`src/rtl/vlr_pkg.sv`:
```
package vlr_pkg;
  localparam int ENT_W = 32;
  localparam int ID_W  = 10;

  typedef logic [ENT_W-1:0] lr_entry_t;

  typedef enum logic [1:0] {
    OP_NONE    = 2'd0,
    OP_ACK     = 2'd1,
    OP_SET_ACT = 2'd2,
    OP_CLR_ACT = 2'd3
  } lr_op_e;

  // defined fields: 31:23 and 19:0; 22:20 reserved
  localparam lr_entry_t WR_MASK = 32'hFF8F_FFFF;
  localparam int PEND_BIT = 28;
  localparam int ACT_BIT  = 29;

  function automatic logic [ID_W-1:0] virt_id(input lr_entry_t e);
    return e[9:0];
  endfunction

  function automatic logic [ID_W-1:0] phys_id(input lr_entry_t e);
    return e[19:10];
  endfunction

  function automatic logic [1:0] lr_state(input lr_entry_t e);
    return e[29:28];
  endfunction

  function automatic logic [7:0] prio8(input lr_entry_t e);
    return {e[27:23], 3'b000};
  endfunction

  function automatic logic is_grp1(input lr_entry_t e);
    return e[30];
  endfunction

  function automatic logic is_hw(input lr_entry_t e);
    return e[31];
  endfunction

  function automatic lr_entry_t apply_op(input lr_entry_t e, input lr_op_e op);
    lr_entry_t r;
    r = e;
    case (op)
      OP_ACK:     r[PEND_BIT] = 1'b0;
      OP_SET_ACT: r[ACT_BIT]  = 1'b1;
      OP_CLR_ACT: r[ACT_BIT]  = 1'b0;
      default:    r = e;
    endcase
    return r;
  endfunction
endpackage

```
`src/rtl/vlr_store.sv`:
```
module vlr_store
  import vlr_pkg::*;
#(
  parameter int NUM_CPU = 2,
  parameter int NUM_LR  = 4,
  parameter int CPU_W   = 1,
  parameter int LR_W    = 2
) (
  input  logic                                 clk,
  input  logic                                 rst_n,
  input  logic                                 wr_en,
  input  logic [CPU_W-1:0]                     wr_cpu,
  input  logic [LR_W-1:0]                      wr_idx,
  input  lr_entry_t                            wr_data,
  input  logic                                 upd_en,
  input  logic [CPU_W-1:0]                     upd_cpu,
  input  logic [LR_W-1:0]                      upd_idx,
  input  lr_op_e                               upd_op,
  output lr_entry_t [NUM_CPU-1:0][NUM_LR-1:0]  ent_q
);
  for (genvar c = 0; c < NUM_CPU; c++) begin : g_cpu
    for (genvar l = 0; l < NUM_LR; l++) begin : g_lr
      logic wr_sel, upd_sel;
      assign wr_sel  = wr_en  && (wr_cpu  == CPU_W'(c)) && (wr_idx  == LR_W'(l));
      assign upd_sel = upd_en && (upd_cpu == CPU_W'(c)) && (upd_idx == LR_W'(l));
      always_ff @(posedge clk or negedge rst_n) begin
        if (!rst_n)       ent_q[c][l] <= '0;
        else if (wr_sel)  ent_q[c][l] <= wr_data & WR_MASK;
        else if (upd_sel) ent_q[c][l] <= apply_op(ent_q[c][l], upd_op);
      end
    end
  end

  // ---------------- checks ----------------
  logic             same_tgt;
  logic             chk_upd, chk_wr;
  lr_op_e           chk_op;
  logic [CPU_W-1:0] chk_cpu, chk_wcpu;
  logic [LR_W-1:0]  chk_idx, chk_widx;
  lr_entry_t        chk_wdata;

  assign same_tgt = wr_en && (wr_cpu == upd_cpu) && (wr_idx == upd_idx);

  always_ff @(posedge clk or negedge rst_n) begin
    if (!rst_n) begin
      chk_upd <= 1'b0; chk_wr <= 1'b0; chk_op <= OP_NONE;
      chk_cpu <= '0; chk_idx <= '0; chk_wcpu <= '0; chk_widx <= '0; chk_wdata <= '0;
    end else begin
      chk_upd   <= upd_en && !same_tgt;
      chk_op    <= upd_op;
      chk_cpu   <= upd_cpu;
      chk_idx   <= upd_idx;
      chk_wr    <= wr_en;
      chk_wcpu  <= wr_cpu;
      chk_widx  <= wr_idx;
      chk_wdata <= wr_data & WR_MASK;
    end
  end

  p_write_lands_r2: assert property (@(posedge clk) disable iff (!rst_n)
    chk_wr |-> ent_q[chk_wcpu][chk_widx] == chk_wdata);
  p_ack_clears_r6: assert property (@(posedge clk) disable iff (!rst_n)
    (chk_upd && chk_op == OP_ACK) |-> !ent_q[chk_cpu][chk_idx][PEND_BIT]);
  p_set_act_r6: assert property (@(posedge clk) disable iff (!rst_n)
    (chk_upd && chk_op == OP_SET_ACT) |-> ent_q[chk_cpu][chk_idx][ACT_BIT]);
  p_clr_act_r6: assert property (@(posedge clk) disable iff (!rst_n)
    (chk_upd && chk_op == OP_CLR_ACT) |-> !ent_q[chk_cpu][chk_idx][ACT_BIT]);
endmodule

```
`src/rtl/vlr_match.sv`:
```
module vlr_match
  import vlr_pkg::*;
#(
  parameter int NUM_LR = 4,
  parameter int LR_W   = 2
) (
  input  logic                   clk,
  input  logic                   rst_n,
  input  logic                   en,
  input  lr_entry_t [NUM_LR-1:0] row,
  input  logic [ID_W-1:0]        virq,
  output logic                   hit,
  output logic [LR_W-1:0]        idx,
  output lr_entry_t              sel,
  output logic                   eoi_ok
);
  logic [NUM_LR-1:0] live_m, act_m;

  for (genvar g = 0; g < NUM_LR; g++) begin : g_cmp
    logic id_eq;
    assign id_eq     = (virt_id(row[g]) == virq);
    assign live_m[g] = id_eq && (lr_state(row[g]) != 2'd0);
    assign act_m[g]  = id_eq && row[g][ACT_BIT];
  end

  always_comb begin
    idx = '0;
    for (int i = NUM_LR - 1; i >= 0; i--) begin
      if (live_m[i]) idx = LR_W'(i);
    end
  end

  assign hit    = en && (|live_m);
  assign sel    = row[idx];
  assign eoi_ok = en && (|act_m);

  // no live match below the chosen index
  p_first_match_r3: assert property (@(posedge clk) disable iff (!rst_n)
    hit |-> ((live_m & ((NUM_LR'(1) << idx) - NUM_LR'(1))) == '0));
  p_hit_live_r3: assert property (@(posedge clk) disable iff (!rst_n)
    hit |-> (lr_state(sel) != 2'd0 && virt_id(sel) == virq));
endmodule

```
`src/rtl/vlr_deact.sv`:
```
module vlr_deact
  import vlr_pkg::*;
#(
  parameter int NUM_CPU        = 2,
  parameter int CPU_W          = 1,
  parameter int SGI_COUNT      = 16,
  parameter int INTERNAL_COUNT = 32,
  parameter int MAX_IRQ        = 1020
) (
  input  logic               clk,
  input  logic               rst_n,
  input  logic               req,
  input  lr_entry_t          ent,
  input  logic [CPU_W-1:0]   cpu,
  input  logic               sec_en,
  input  logic               phys_grp1,
  output logic               deact_valid,
  output logic [ID_W-1:0]    deact_irq,
  output logic [NUM_CPU-1:0] deact_mask
);
  localparam logic [ID_W-1:0] SGI_L = ID_W'(SGI_COUNT);
  localparam logic [ID_W-1:0] INT_L = ID_W'(INTERNAL_COUNT);
  localparam logic [ID_W-1:0] MAX_L = ID_W'(MAX_IRQ);

  logic [ID_W-1:0] pid;
  logic            in_range, sec_pass, fwd;

  assign pid      = phys_id(ent);
  assign in_range = (pid >= SGI_L) && (pid < MAX_L);
  assign sec_pass = !sec_en || phys_grp1;
  assign fwd      = req && is_hw(ent) && in_range && sec_pass;

  always_ff @(posedge clk or negedge rst_n) begin
    if (!rst_n) begin
      deact_valid <= 1'b0;
      deact_irq   <= '0;
      deact_mask  <= '0;
    end else begin
      deact_valid <= fwd;
      deact_irq   <= pid;
      deact_mask  <= (pid < INT_L) ? (NUM_CPU'(1) << cpu) : '1;
    end
  end

  p_deact_cause_r8: assert property (@(posedge clk) disable iff (!rst_n)
    deact_valid |-> $past(req && is_hw(ent)));
  p_deact_secure_r8: assert property (@(posedge clk) disable iff (!rst_n)
    deact_valid |-> $past(!sec_en || phys_grp1));
  p_deact_range_r8: assert property (@(posedge clk) disable iff (!rst_n)
    deact_valid |-> (deact_irq >= SGI_L && deact_irq < MAX_L));
  p_mask_shape_r9: assert property (@(posedge clk) disable iff (!rst_n)
    deact_valid |-> ($countones(deact_mask) == 1 || deact_mask == '1));
endmodule

```
`src/rtl/virq_list_regs.sv`:
```
module virq_list_regs
  import vlr_pkg::*;
#(
  parameter int NUM_CPU        = 2,
  parameter int NUM_LR         = 4,
  parameter int SGI_COUNT      = 16,
  parameter int INTERNAL_COUNT = 32,
  parameter int MAX_IRQ        = 1020,
  localparam int CPU_W  = (NUM_CPU > 1) ? $clog2(NUM_CPU) : 1,
  localparam int LR_W   = (NUM_LR > 1) ? $clog2(NUM_LR) : 1,
  localparam int VCPU_W = $clog2(2 * NUM_CPU)
) (
  input  logic               clk,
  input  logic               rst_n,
  input  logic               wr_en,
  input  logic [CPU_W-1:0]   wr_cpu,
  input  logic [LR_W-1:0]    wr_idx,
  input  logic [31:0]        wr_data,
  input  logic [CPU_W-1:0]   rd_cpu,
  input  logic [LR_W-1:0]    rd_idx,
  output logic [31:0]        rd_data,
  input  logic [1:0]         op_kind,
  input  logic [VCPU_W-1:0]  op_vcpu,
  input  logic [9:0]         op_virq,
  input  logic               sec_en,
  input  logic               phys_grp1,
  output logic               lk_hit,
  output logic [LR_W-1:0]    lk_idx,
  output logic [7:0]         lk_prio,
  output logic               lk_grp1,
  output logic [9:0]         lk_phys_id,
  output logic               eoi_ok,
  output logic               deact_valid,
  output logic [9:0]         deact_irq,
  output logic [NUM_CPU-1:0] deact_mask
);
  lr_entry_t [NUM_CPU-1:0][NUM_LR-1:0] ent_q;
  lr_entry_t [NUM_LR-1:0]              row;
  lr_entry_t                           sel;
  lr_op_e                              op;
  logic [VCPU_W-1:0]                   vdiff;
  logic [CPU_W-1:0]                    real_cpu;
  logic                                is_virt, upd_en, clr_req;

  assign op       = lr_op_e'(op_kind);
  assign is_virt  = (op_vcpu >= VCPU_W'(NUM_CPU)) && ({1'b0, op_vcpu} < (VCPU_W + 1)'(2 * NUM_CPU));
  assign vdiff    = op_vcpu - VCPU_W'(NUM_CPU);
  assign real_cpu = vdiff[CPU_W-1:0];
  assign row      = ent_q[real_cpu];
  assign rd_data  = ent_q[rd_cpu][rd_idx];

  vlr_store #(.NUM_CPU(NUM_CPU), .NUM_LR(NUM_LR), .CPU_W(CPU_W), .LR_W(LR_W)) u_store (
    .clk(clk), .rst_n(rst_n),
    .wr_en(wr_en), .wr_cpu(wr_cpu), .wr_idx(wr_idx), .wr_data(wr_data),
    .upd_en(upd_en), .upd_cpu(real_cpu), .upd_idx(lk_idx), .upd_op(op),
    .ent_q(ent_q)
  );

  vlr_match #(.NUM_LR(NUM_LR), .LR_W(LR_W)) u_match (
    .clk(clk), .rst_n(rst_n), .en(is_virt), .row(row), .virq(op_virq),
    .hit(lk_hit), .idx(lk_idx), .sel(sel), .eoi_ok(eoi_ok)
  );

  assign upd_en     = lk_hit && (op != OP_NONE);
  assign clr_req    = lk_hit && (op == OP_CLR_ACT);
  assign lk_prio    = lk_hit ? prio8(sel)   : 8'd0;
  assign lk_grp1    = lk_hit ? is_grp1(sel) : 1'b0;
  assign lk_phys_id = lk_hit ? phys_id(sel) : '0;

  vlr_deact #(.NUM_CPU(NUM_CPU), .CPU_W(CPU_W), .SGI_COUNT(SGI_COUNT),
              .INTERNAL_COUNT(INTERNAL_COUNT), .MAX_IRQ(MAX_IRQ)) u_deact (
    .clk(clk), .rst_n(rst_n), .req(clr_req), .ent(sel), .cpu(real_cpu),
    .sec_en(sec_en), .phys_grp1(phys_grp1),
    .deact_valid(deact_valid), .deact_irq(deact_irq), .deact_mask(deact_mask)
  );

  // an op from a non-virtual CPU number never reaches the store
  p_phys_cpu_miss_r7: assert property (@(posedge clk) disable iff (!rst_n)
    !is_virt |-> (!lk_hit && !eoi_ok));
endmodule

```
`config.mk`:
```
export PLATFORM = sky130hd
export DESIGN_NAME = virq_list_regs
export DESIGN_NICKNAME = d
export VERILOG_FILES = /design/src/rtl/vlr_pkg.sv /design/src/rtl/vlr_store.sv /design/src/rtl/vlr_match.sv /design/src/rtl/vlr_deact.sv /design/src/rtl/virq_list_regs.sv
export SDC_FILE = /design/constraint.sdc
export NUM_CORES = 1
export LEC_CHECK = 0
export ABC_AREA = 0
export CELL_PAD_IN_SITES_DETAIL_PLACEMENT = 1
export CELL_PAD_IN_SITES_GLOBAL_PLACEMENT = 1
export CORE_ASPECT_RATIO = 1.1
export CORE_MARGIN = 2
export CORE_UTILIZATION = 45
export DETAILED_ROUTE_END_ITERATION = 8
export DONT_BUFFER_PORTS = 1
export PLACE_DENSITY = 0.7
export REMOVE_ABC_BUFFERS = 1
export SLEW_MARGIN = 20
export SYNTH_ARGS = -nofsm -noshare
export SYNTH_HDL_FRONTEND = slang
export SYNTH_SLANG_ARGS = --single-unit
```
`constraint.sdc`:
```
create_clock -name clk -period 5.28 [get_ports clk]
set_input_delay 0.264 -clock clk [delete_from_list [all_inputs] [get_ports clk]]
set_output_delay 0.264 -clock clk [all_outputs]
set_load 0.1 [all_outputs]
```
=== Yosys cells after proc, flatten, opt, wreduce, memory -nomap -nowiden ===
Index checks and enable logic that the tools add are counted.

* Output and inout port bits: 68
* Flip-flop bits (word level): 269
* Input port bits: 57
* Logic and storage cells: 173

* Bitwise logic cells: 2
* Muxes and demuxes: 34
* Shifts and indexed selects: 1
* Add/subtract/negate cells: 1
* Order comparisons: 8
* Equal/unequal tests: 13
* Reductions and logical operators: 87

{| class="wikitable"
|+ Operators by type and width
! operator !! number
|-
| 2-to-1 mux 128 bit || 4
|-
| 2-to-1 mux 32 bit || 10
|-
| 2-to-1 mux 30 bit || 8
|-
| binary-select mux 32 bit (select 2 bit) || 2
|-
| nonzero test 2 bit || 21
|-
| equality test 10 bit || 4
|-
| logical AND 1 bit || 36
|-
| AND reduction 2 bit || 16
|-
| nonzero test 3 bit || 8
|-
| equality test 2 bit, second input constant || 6
|-
| >= comparator 10 x 5 -> 1 bit, second input constant || 1
|-
| less-than comparator 10 bit, second input constant || 1
|-
| less-than comparator 10 x 6 -> 1 bit, second input constant || 1
|-
| 2-to-1 mux 10 bit || 1
|-
| 2-to-1 mux 2 bit || 5
|-
| 2-to-1 mux 8 bit || 1
|-
| OR reduction 4 bit || 2
|-
| equality test 2 x 1 -> 1 bit, second input constant || 3
|-
| less-than comparator 2 x 3 -> 1 bit, second input constant || 2
|-
| zero test 2 bit || 2
|-
| less-than comparator 1 x 2 -> 1 bit, second input constant || 2
|-
| >= comparator 2 bit, second input constant || 1
|-
| 2-to-1 mux 1 bit || 2
|-
| inverter 1 bit || 2
|-
| 5 further kinds || 5
|}

=== Longest topological paths before layout ===
Gate-level depths: netlist of run 1.

* Depth in word-level cells: 15
* Depth in mapped cells: 15
* Gate-level depth less buffers: 10

=== By module ===
Synthesis of run 1 repeated with hierarchy kept, for this count alone.

* Cells, all modules: 1052
* Area total of the unflattened synthesis: 14849.2 sq um

{| class="wikitable"
|+ Modules (own cells, without submodules)
! module !! instances !! cells each !! seq. area each (sq um) !! area each (sq um)
|-
| vlr_store || 1 || 569 || 5805.6 || 9068.7
|-
| virq_list_regs || 1 || 280 || 0.0 || 3736.1
|-
| vlr_match || 1 || 180 || 0.0 || 1657.8
|-
| vlr_deact || 1 || 23 || 325.3 || 386.6
|}

=== Worst setup path before layout of run 1 ===
OpenSTA, ideal clock, no wires.

* Path type: input -> output
* Start point: in op_vcpu[0]
* End point: out lk_grp1
* Stages: 10
* Data required time: 5016 ps
* Data arrival time: 4354 ps
* Path slack: 662 ps
* Path through: buf_6 > buf_6 > buf_6 > mux2i_1 > xnor2_1 > nor4_4 > nand4_2 > clkbuf_1 > a21oi_1 > o21a_1

* Longest elaborated chain between the ends: 12
* Elaborated cells between the ends (all ways): 25

{| class="wikitable"
|+ Ends and longest elaborated chain
! item !! RTL line !! text
|-
| from (decl) || virq_list_regs.sv:23 || <nowiki>input logic [VCPU_W-1:0] op_vcpu,</nowiki>
|-
| subtractor 1 bit * || virq_list_regs.sv:47 || <nowiki>assign vdiff = op_vcpu - VCPU_W'(NUM_CPU);</nowiki>
|-
| 2-to-1 mux 128 bit (implied by the code) * (2 in series) || virq_list_regs.sv:49 || <nowiki>assign row = ent_q[real_cpu];</nowiki>
|-
| equality test 10 bit or nonzero test 2 bit (tied branches) || vlr_match.sv:21, vlr_match.sv:22 ||
|-
| logical AND 1 bit || vlr_match.sv:22 || <nowiki>assign live_m[g] = id_eq && (lr_state(row[g]) != 2'd0);</nowiki>
|-
| 2-to-1 mux 2 bit (3 in series) || vlr_match.sv:29 || <nowiki>if (live_m[i]) idx = LR_W'(i);</nowiki>
|-
| 2-to-1 mux 2 bit * || vlr_match.sv:29 ||
|-
| via lk_idx[1] || virq_list_regs.sv:28 || <nowiki>output logic [LR_W-1:0] lk_idx,</nowiki>
|-
| binary-select mux 32 bit (select 2 bit) * || vlr_match.sv:34 || <nowiki>assign sel = row[idx];</nowiki>
|-
| 2-to-1 mux 32 bit (implied by the code) * || vlr_match.sv:34 ||
|-
| 2-to-1 mux 1 bit * || virq_list_regs.sv:67 || <nowiki>assign lk_grp1 = lk_hit ? is_grp1(sel) : 1'b0;</nowiki>
|-
| to (decl) || virq_list_regs.sv:30 || <nowiki>output logic lk_grp1,</nowiki>
|}

The timed path passes the listed nets; every way through them passes the cells marked *. The select of a mux whose other input is x is not followed.

=== Final worst setup path of run 1 ===
* Start point: reg u_store.ent_q[164] (netlist name)
* End point: out lk_phys_id[0]

* Longest elaborated chain between the ends: 9
* Elaborated cells between the ends (all ways): 11

{| class="wikitable"
|+ Ends and longest elaborated chain
! item !! RTL line !! text
|-
| 2-to-1 mux 128 bit (implied by the code) (2 in series) || virq_list_regs.sv:49 ||
|-
| equality test 10 bit || vlr_match.sv:21 || <nowiki>assign id_eq = (virt_id(row[g]) == virq);</nowiki>
|-
| logical AND 1 bit || vlr_match.sv:22 ||
|-
| 2-to-1 mux 2 bit (2 in series) || vlr_match.sv:29 ||
|-
| binary-select mux 32 bit (select 2 bit) || vlr_match.sv:34 ||
|-
| 2-to-1 mux 32 bit (implied by the code) || vlr_match.sv:34 ||
|-
| via sel[10] || virq_list_regs.sv:39 || <nowiki>lr_entry_t sel;</nowiki>
|-
| 2-to-1 mux 10 bit || virq_list_regs.sv:68 || <nowiki>assign lk_phys_id = lk_hit ? phys_id(sel) : '0;</nowiki>
|-
| to (decl) || virq_list_regs.sv:31 || <nowiki>output logic [9:0] lk_phys_id,</nowiki>
|}

The timed path passes the listed nets, and every way through them passes these cells. The select of a mux whose other input is x is not followed.

==> metrics.txt, run 1 <==
number of placed cells counting well taps 1550; Worst Setup Slack post-DPL ~1400 ps; peak supply drop 0.231 mV; sequential fraction of design power 0.449; path depth of the worst reg2reg path 11; buffering stage count on the worst path with inverters included 1; via total after detailed routing roughly 9600; Clock Power Share 0.287; pin count of the biggest net entering global routing about 250; number of post-CTS setup repair buffers 0; share of total power in combinational logic 0.264; Power per Cell Area between 400 and 500 nW/µm²; count of different cell masters after synthesis 55; Post-DP Area 13900 µm²; min setup slack post-route approximately 890 ps; area enclosed by the die boundary 31300 µm²; count of placed standard cells in the final layout, fillers left out between 1500 and 2000; element type at the critical path start flip-flop; clock latency reported for the late side of the worst-skew pair ~540 ps; delay of the slowest cell on the worst path about 700 ps; residual overflow from global routing 0; Min Clock Period, post-route roughly 4400 ps; Total Wirelength 40900 µm; commonest non-fill, non-tap cell in the layout nand2_1; worst hold path class in2async; cell with the biggest individual delay on the critical path nor4_1; setup clock skew after layout roughly 13 ps; routed length per instance between 20 and 30 µm; die outline width between 150 and 200 µm; Hold WS -574 ps; mean area per synthesized cell roughly 11 µm²; clock sink count roughly 250; Max Cap Violations 0; number of antenna violations at the first check in global routing 0; Inserted Clock Buffers 27; flip-flop and latch count after synthesis approximately 250; portion of the post-synthesis area used by sequential elements 0.455; GRT Total Usage 0.264; first-pass GRT wire length roughly 63000 µm; category of the most critical setup path reg2out; Ports between 100 and 150; post-route design area between 10000 and 15000 µm²; Synthesis Warnings 0; Final Hold Violating Endpoints roughly 250; overall power consumption approximately 6.0 mW; mapped cell area approximately 13000 µm²; Sum Neg Setup Slack 0 ps; starting DRC count in detailed routing 523; violated checks hold timing; cell chain of the critical path mux2i_1 > xnor2_1 > nor4_1 > and4_1 > or3_1 > o22ai_1 > a31oi_1 > o21ai_0 > and2_1 > buf_4; Resized cells post-CTS 0; post-route clock period utilization 0.831; number of enable-type register cells in the synthesized netlist 0; hold bufs inserted after CTS 30; final slew viol count 0; via-per-instance ratio 5.91; measured slew at the worst slew-check pin 1180 ps; most used flip-flop cell after synthesis dfrtp_1; maximum fanout along the worst path 9; row count 66; master cell of the clock root buffer clkbuf_16; DRC viols 0; Req. time, crit path 5020 ps; max-slew headroom at the worst pin 0.214; fraction of layout cells with a size suffix above 1 0.256; proportion of synthesized flip-flops having asynchronous set or reset 1.00; cell family contributing the most delay on the critical path simple AND/OR/NAND/NOR gates; internal reg-to-reg setup slack roughly 1400 ps; Max clock buf depth 3; FMAX 228 MHz; count of port buffers added during placement 0; final number of setup-violating endpoints 0; endpoint kind of the worst setup timing path output pin; Cells after Synth roughly 1200; P_sw ~2.2 mW; DP HPWL between 20000 and 25000 µm; critical register-to-register path startpoint u_store.ent_q[164]$_DFFE_PN0P_; run status finished, violations left; static leakage around 6.7 nW; Pre-Repair DR Iteration Count 5; RD Place Congestion slightly below 0.8; standard cell core area 29600 µm²; fin nets 1292; initial cell density of the core 0.456; growth of design area from synthesis to finish 10.8%; RSZ-0062 raised after global routing no; clk slew on worst S/H paths 60 ps; Internal Pwr Total 3.86 mW; via count of the first global-routing pass 10300; Data arrival, critical path 4120 ps; Detail Route Antenna Nets 0; Chip Height 186 µm; Layout Utilization 0.505; net switching fraction of the power 0.359; Max H-tree Level 1; leading cell types in the layout, fill and taps excluded 357 x nand2_1, 245 x dfrtp_1, 153 x mux2_2; endpoint of the worst-slack reg-to-reg timing path u_deact.deact_valid$_DFF_PN0_; clock tree from TritonCTS built
[state kept, by name, indices dropped and copies added (netlist names)]
name and count:
u_store.ent_q 232, u_deact.deact_irq 10, u_deact.deact_mask 2, u_deact.deact_valid 1
[metal layers]
metal	GRT usage	wire [µm]	vias to the layer above
met1	0.335	16900	5047
li1	-	-	4287
met3	0.0466	2140	63
met2	0.469	20800	223
met5	0	0	-
met4	0.0732	1020	0
[worst max-delay path by stage]
stage | start | endpoint | slack, ps | cells past startpoint
2_1_floorplan | u_store.ent_q[166]$_DFFE_PN0P_ | lk_grp1 | 890 | 7
3_3_place_gp | u_store.ent_q[128]$_DFFE_PN0P_ | lk_phys_id[9] | 1490 | 9
3_5_place_dp | u_store.ent_q[128]$_DFFE_PN0P_ | u_store.ent_q[188]$_DFFE_PN0P_ | 1450 | 10
4_1_cts | u_store.ent_q[164]$_DFFE_PN0P_ | lk_phys_id[0] | 870 | 10
5_1_grt | u_store.ent_q[164]$_DFFE_PN0P_ | lk_phys_id[0] | 770 | 10
6_report | u_store.ent_q[164]$_DFFE_PN0P_ | lk_phys_id[0] | 890 | 10
[synth_stat cells (2+ instances only)]
master    count  area [µm²]
a211oi_2      2        25.0
a21oi_1      10        50.1
a21oi_2       3        26.3
a221oi_1      7        61.3
a31oi_1       2        12.5
and2_1        5        31.3
and4_1        2        17.5
buf_1        12        45.0
buf_2        12        60.1
buf_4         6        45.0
buf_6         5        56.3
clkbuf_1     49         184
dfrtp_1     245        6130
inv_1         8        30.0
inv_2         2        7.51
mux2_2      153        1720
mux2i_1      91         911
mux4_2       64        1440
nand2_1     357        1340
nand2b_1      6        37.5
nand3_1       8        40.0
nand3b_1      2        15.0
nand4_1       9        56.3
nand4_2       2        25.0
nor2_1       34         128
nor2b_1       2        12.5
nor3_1        8        40.0
nor4_1        3        18.8
nor4_2        3        37.5
nor4_4        2        42.5
o211ai_1      5        37.5
o211ai_2      2        25.0
o21a_1        8        60.1
o21ai_0      25         125
o21ai_1       2        10.0
o221ai_1      2        17.5
o22ai_1       5        31.3
or2_2         4        25.0
or3_1         4        25.0
xnor2_1      32         280
xor2_1        8        70.1
[cells by family after synthesis]
group,after synthesis,synth area share
other,1,0.000278
buffers and inverters,94,0.0318
muxes,308,0.302
AOI/OAI and AO/OA,80,0.0406
xor gates and xnor gates,40,0.0260
and+or+nand+nor,457,0.144
DFF,245,0.455
[area by class of cell]
type                       instances  area [µm²]
multi-input combinational        891        7000
fill                            3154       14600
antenna                            1        2.50
tap                              374         468
sequential                       245        6130
timing repair buffer              60         526
clock buffer                      41         748
inverter                          10        37.5
clock inverter                     5        25.0
[power groups by stage]
stage | registers, mW | clock network [mW] | logic [mW]
2_1_floorplan | 2.63 | 0 | 1.35
3_3_place_gp | 2.70 | 0 | 1.51
3_5_place_dp | 2.74 | 0 | 1.55
4_1_cts | 2.70 | 1.77 | 1.60
5_1_grt | 2.76 | 1.85 | 1.70
6_report | 2.70 | 1.73 | 1.59
No activity file was read; power rests on OpenSTA's default activity.
==> run 2, diff against run 1 <==
==> constraint.sdc (replaced) <==
create_clock -name clk -period 4.55 [get_ports clk]
set_input_delay 0.2275 -clock clk [delete_from_list [all_inputs] [get_ports clk]]
set_output_delay 0.2275 -clock clk [all_outputs]
set_load 0.1 [all_outputs]
==> run 2 against run 1 <==
Net effect: the run still ends with hold timing left; cell area grew 1.4%; hold slack lost 35 ps; register-to-register slack lost 550 ps; critical path depth shrank 1; sequential power grew 16%; largest power group unchanged.
==> metrics.txt, run 2 (synthesis gave the netlist of run 1 again) <==
Detail Route Antenna Nets 0 (unchanged); static leakage 6.76 nW (+1.4%); delay of the slowest cell on the worst path 780 ps (+80 ps); starting DRC count in detailed routing 587 (+12%); Pre-Repair DR Iteration Count 5 (unchanged); Chip Height 186 µm (unchanged); pin count of the biggest net entering global routing 246 (unchanged); clock latency reported for the late side of the worst-skew pair 550 ps (about the same); cell chain of the critical path mux2i_1 > xor2_1 > nand4_1 > or3_1 > a41o_1 > inv_2 > buf_4 > and2_1 > buf_12; clock tree from TritonCTS built; peak supply drop 0.298 mV (+29%); cell with the biggest individual delay on the critical path or3_1; endpoint kind of the worst setup timing path output pin; Max H-tree Level 1 (unchanged); commonest non-fill, non-tap cell in the layout nand2_1; die outline width 169 µm (unchanged); fraction of layout cells with a size suffix above 1 0.264 (+0.00811); final slew viol count 0 (unchanged); Max clock buf depth 3 (unchanged); first-pass GRT wire length 62700 µm (-0.30%); DP HPWL 24100 µm (+1.1%); via total after detailed routing 9678 (+0.60%); initial cell density of the core 0.456 (unchanged); max-slew headroom at the worst pin 0.246 (+0.0315); final number of setup-violating endpoints 0 (unchanged); Min Clock Period, post-route between 4000 and 5000 ps; RSZ-0062 raised after global routing no; buffering stage count on the worst path with inverters included 3 (+2); FMAX roughly 230 MHz; Total Wirelength 40000 µm (-2.0%); fin nets 1299 (+0.54%); Hold WS -609 ps (-35.1 ps); violated checks hold timing; run status finished, violations left; row count 66 (unchanged); via count of the first global-routing pass 10500 (+1.6%); measured slew at the worst slew-check pin 1130 ps (-47.2 ps); Final Hold Violating Endpoints 245 (unchanged); residual overflow from global routing 0 (unchanged); maximum fanout along the worst path 17 (+8); clk slew on worst S/H paths 60 ps (about the same); master cell of the clock root buffer clkbuf_16; routed length per instance 24.5 µm (-2.5%); setup clock skew after layout 15.8 ps (+2.44 ps); Inserted Clock Buffers 28 (+3.7%); via-per-instance ratio 5.92 (+0.17%); clock sink count 245 (unchanged); growth of design area from synthesis to finish 12.4%; Largest regs u_store.ent_q x232, u_deact.deact_irq x10, u_deact.deact_mask x2; number of antenna violations at the first check in global routing 0 (unchanged); filler instances 3131 (-0.73%); number of post-CTS setup repair buffers 0 (unchanged); count of port buffers added during placement 0 (unchanged); Power per Cell Area 473 nW/µm² (+17%); category of the most critical setup path reg2out; register with the highest flop count u_store.ent_q; RD Place Congestion 0.798 (+2.3%); DRC viols 0 (unchanged); post-route clock period utilization 0.945; Max Cap Violations 0 (unchanged); worst hold path class in2async; cell family contributing the most delay on the critical path simple AND/OR/NAND/NOR gates; element type at the critical path start flip-flop; Data arrival, critical path 4070 ps (-50 ps); number of flip-flops under the largest register name 232 (unchanged); Ports 125 (unchanged); area enclosed by the die boundary 31300 µm² (unchanged); leading cell types in the layout, fill and taps excluded 357 x nand2_1, 245 x dfrtp_1, 153 x mux2_2; Req. time, crit path 4320 ps (-700 ps); standard cell core area 29600 µm² (unchanged); hold bufs inserted after CTS 30 (unchanged); GRT Total Usage 0.262 (-0.00276); Sum Neg Setup Slack 0 ps (unchanged)
## run 2: changes by cell type in the layout (fill, tap and decap cells not counted)
cell        before  now
clkinvlp_4       0    1
clkbuf_1        12    7
clkinv_2         5    3
clkbuf_8         2    5
buf_4           30   32
buf_12           0    4
bufinv_16        0    1
clkbuf_16       27   29
inv_6            0    1
## run 2: worst reg2reg max path: stages, from the launching register on
cell and delay [ps]:
dfrtp_1 390, mux2i_1 190, xor2_1 230, nand4_1 220, or3_1 780, a41o_1 710
inv_2 230, nand2_1 70, a221oi_1 280, nand3_1 230, a211oi_1 250
## run 2: through the flow
step                      worst slack, ps  power, mW  instance area (µm²)  cells   util
after floorplan                       200       4.62                13100   1146      -
after global placement                835       4.89                14000   1556  0.472
after detailed placement              782       4.96                14000   1556  0.472
after CTS                             223       7.22                15100   1633  0.512
after global routing                  100       7.48                15100   1633  0.512
final                                 252       7.16                15100   1634  0.512
## run 2: area by class of cell
| type | count | area (µm²) | area share |
|---|---|---|---|
| repair buffers | 66 | 621 | 0.0410 |
| well taps | 374 | 468 | 0.0309 |
| diodes | 1 | 2.50 | 0.000165 |
| inverters | 10 | 37.5 | 0.00248 |
| multi-input cells | 891 | 7000 | 0.462 |
| flip-flops and latches | 245 | 6130 | 0.405 |
| clock inverters | 6 | 61.3 | 0.00405 |
| clock buffers | 41 | 821 | 0.0542 |
## run 2: worst paths after layout
kind	from	endpoint	slack (ps)	cells past startpoint
worst max-delay path	u_store.ent_q[134]$_DFFE_PN0P_	lk_phys_id[1]	250	9
worst min-delay path	rst_n	u_store.ent_q[78]$_DFFE_PN0P_	-610	0
worst max register to register	u_store.ent_q[134]$_DFFE_PN0P_	u_deact.deact_valid$_DFF_PN0_	870	10
worst min register to register	u_store.ent_q[170]$_DFFE_PN0P_	u_store.ent_q[170]$_DFFE_PN0P_	500	2
max in group asynchronous	rst_n	u_store.ent_q[32]$_DFFE_PN0P_	4660	0
min in group clk	op_vcpu[0]	u_deact.deact_irq[1]$_DFF_PN0_	10	2
## run 2: timing repair
action                                  4_1_cts  5_1_grt
gates resized for setup                       0        0
endpoints found under the setup margin        0        0
hold endpoints to repair                    479      245
## run 2: report_power, final
group	internal [mW]	switching [mW]	total, mW
clock network	1.29	0.903	2.20
registers	2.62	0.507	3.13
logic	0.737	1.10	1.84
total	4.65	2.51	7.16
## run 2: layer usage
layer,track usage,part of all wire
met1,0.332,0.41
met2,0.468,0.51
met3,0.0378,0.046
met4,0.0756,0.024
met5,0,0
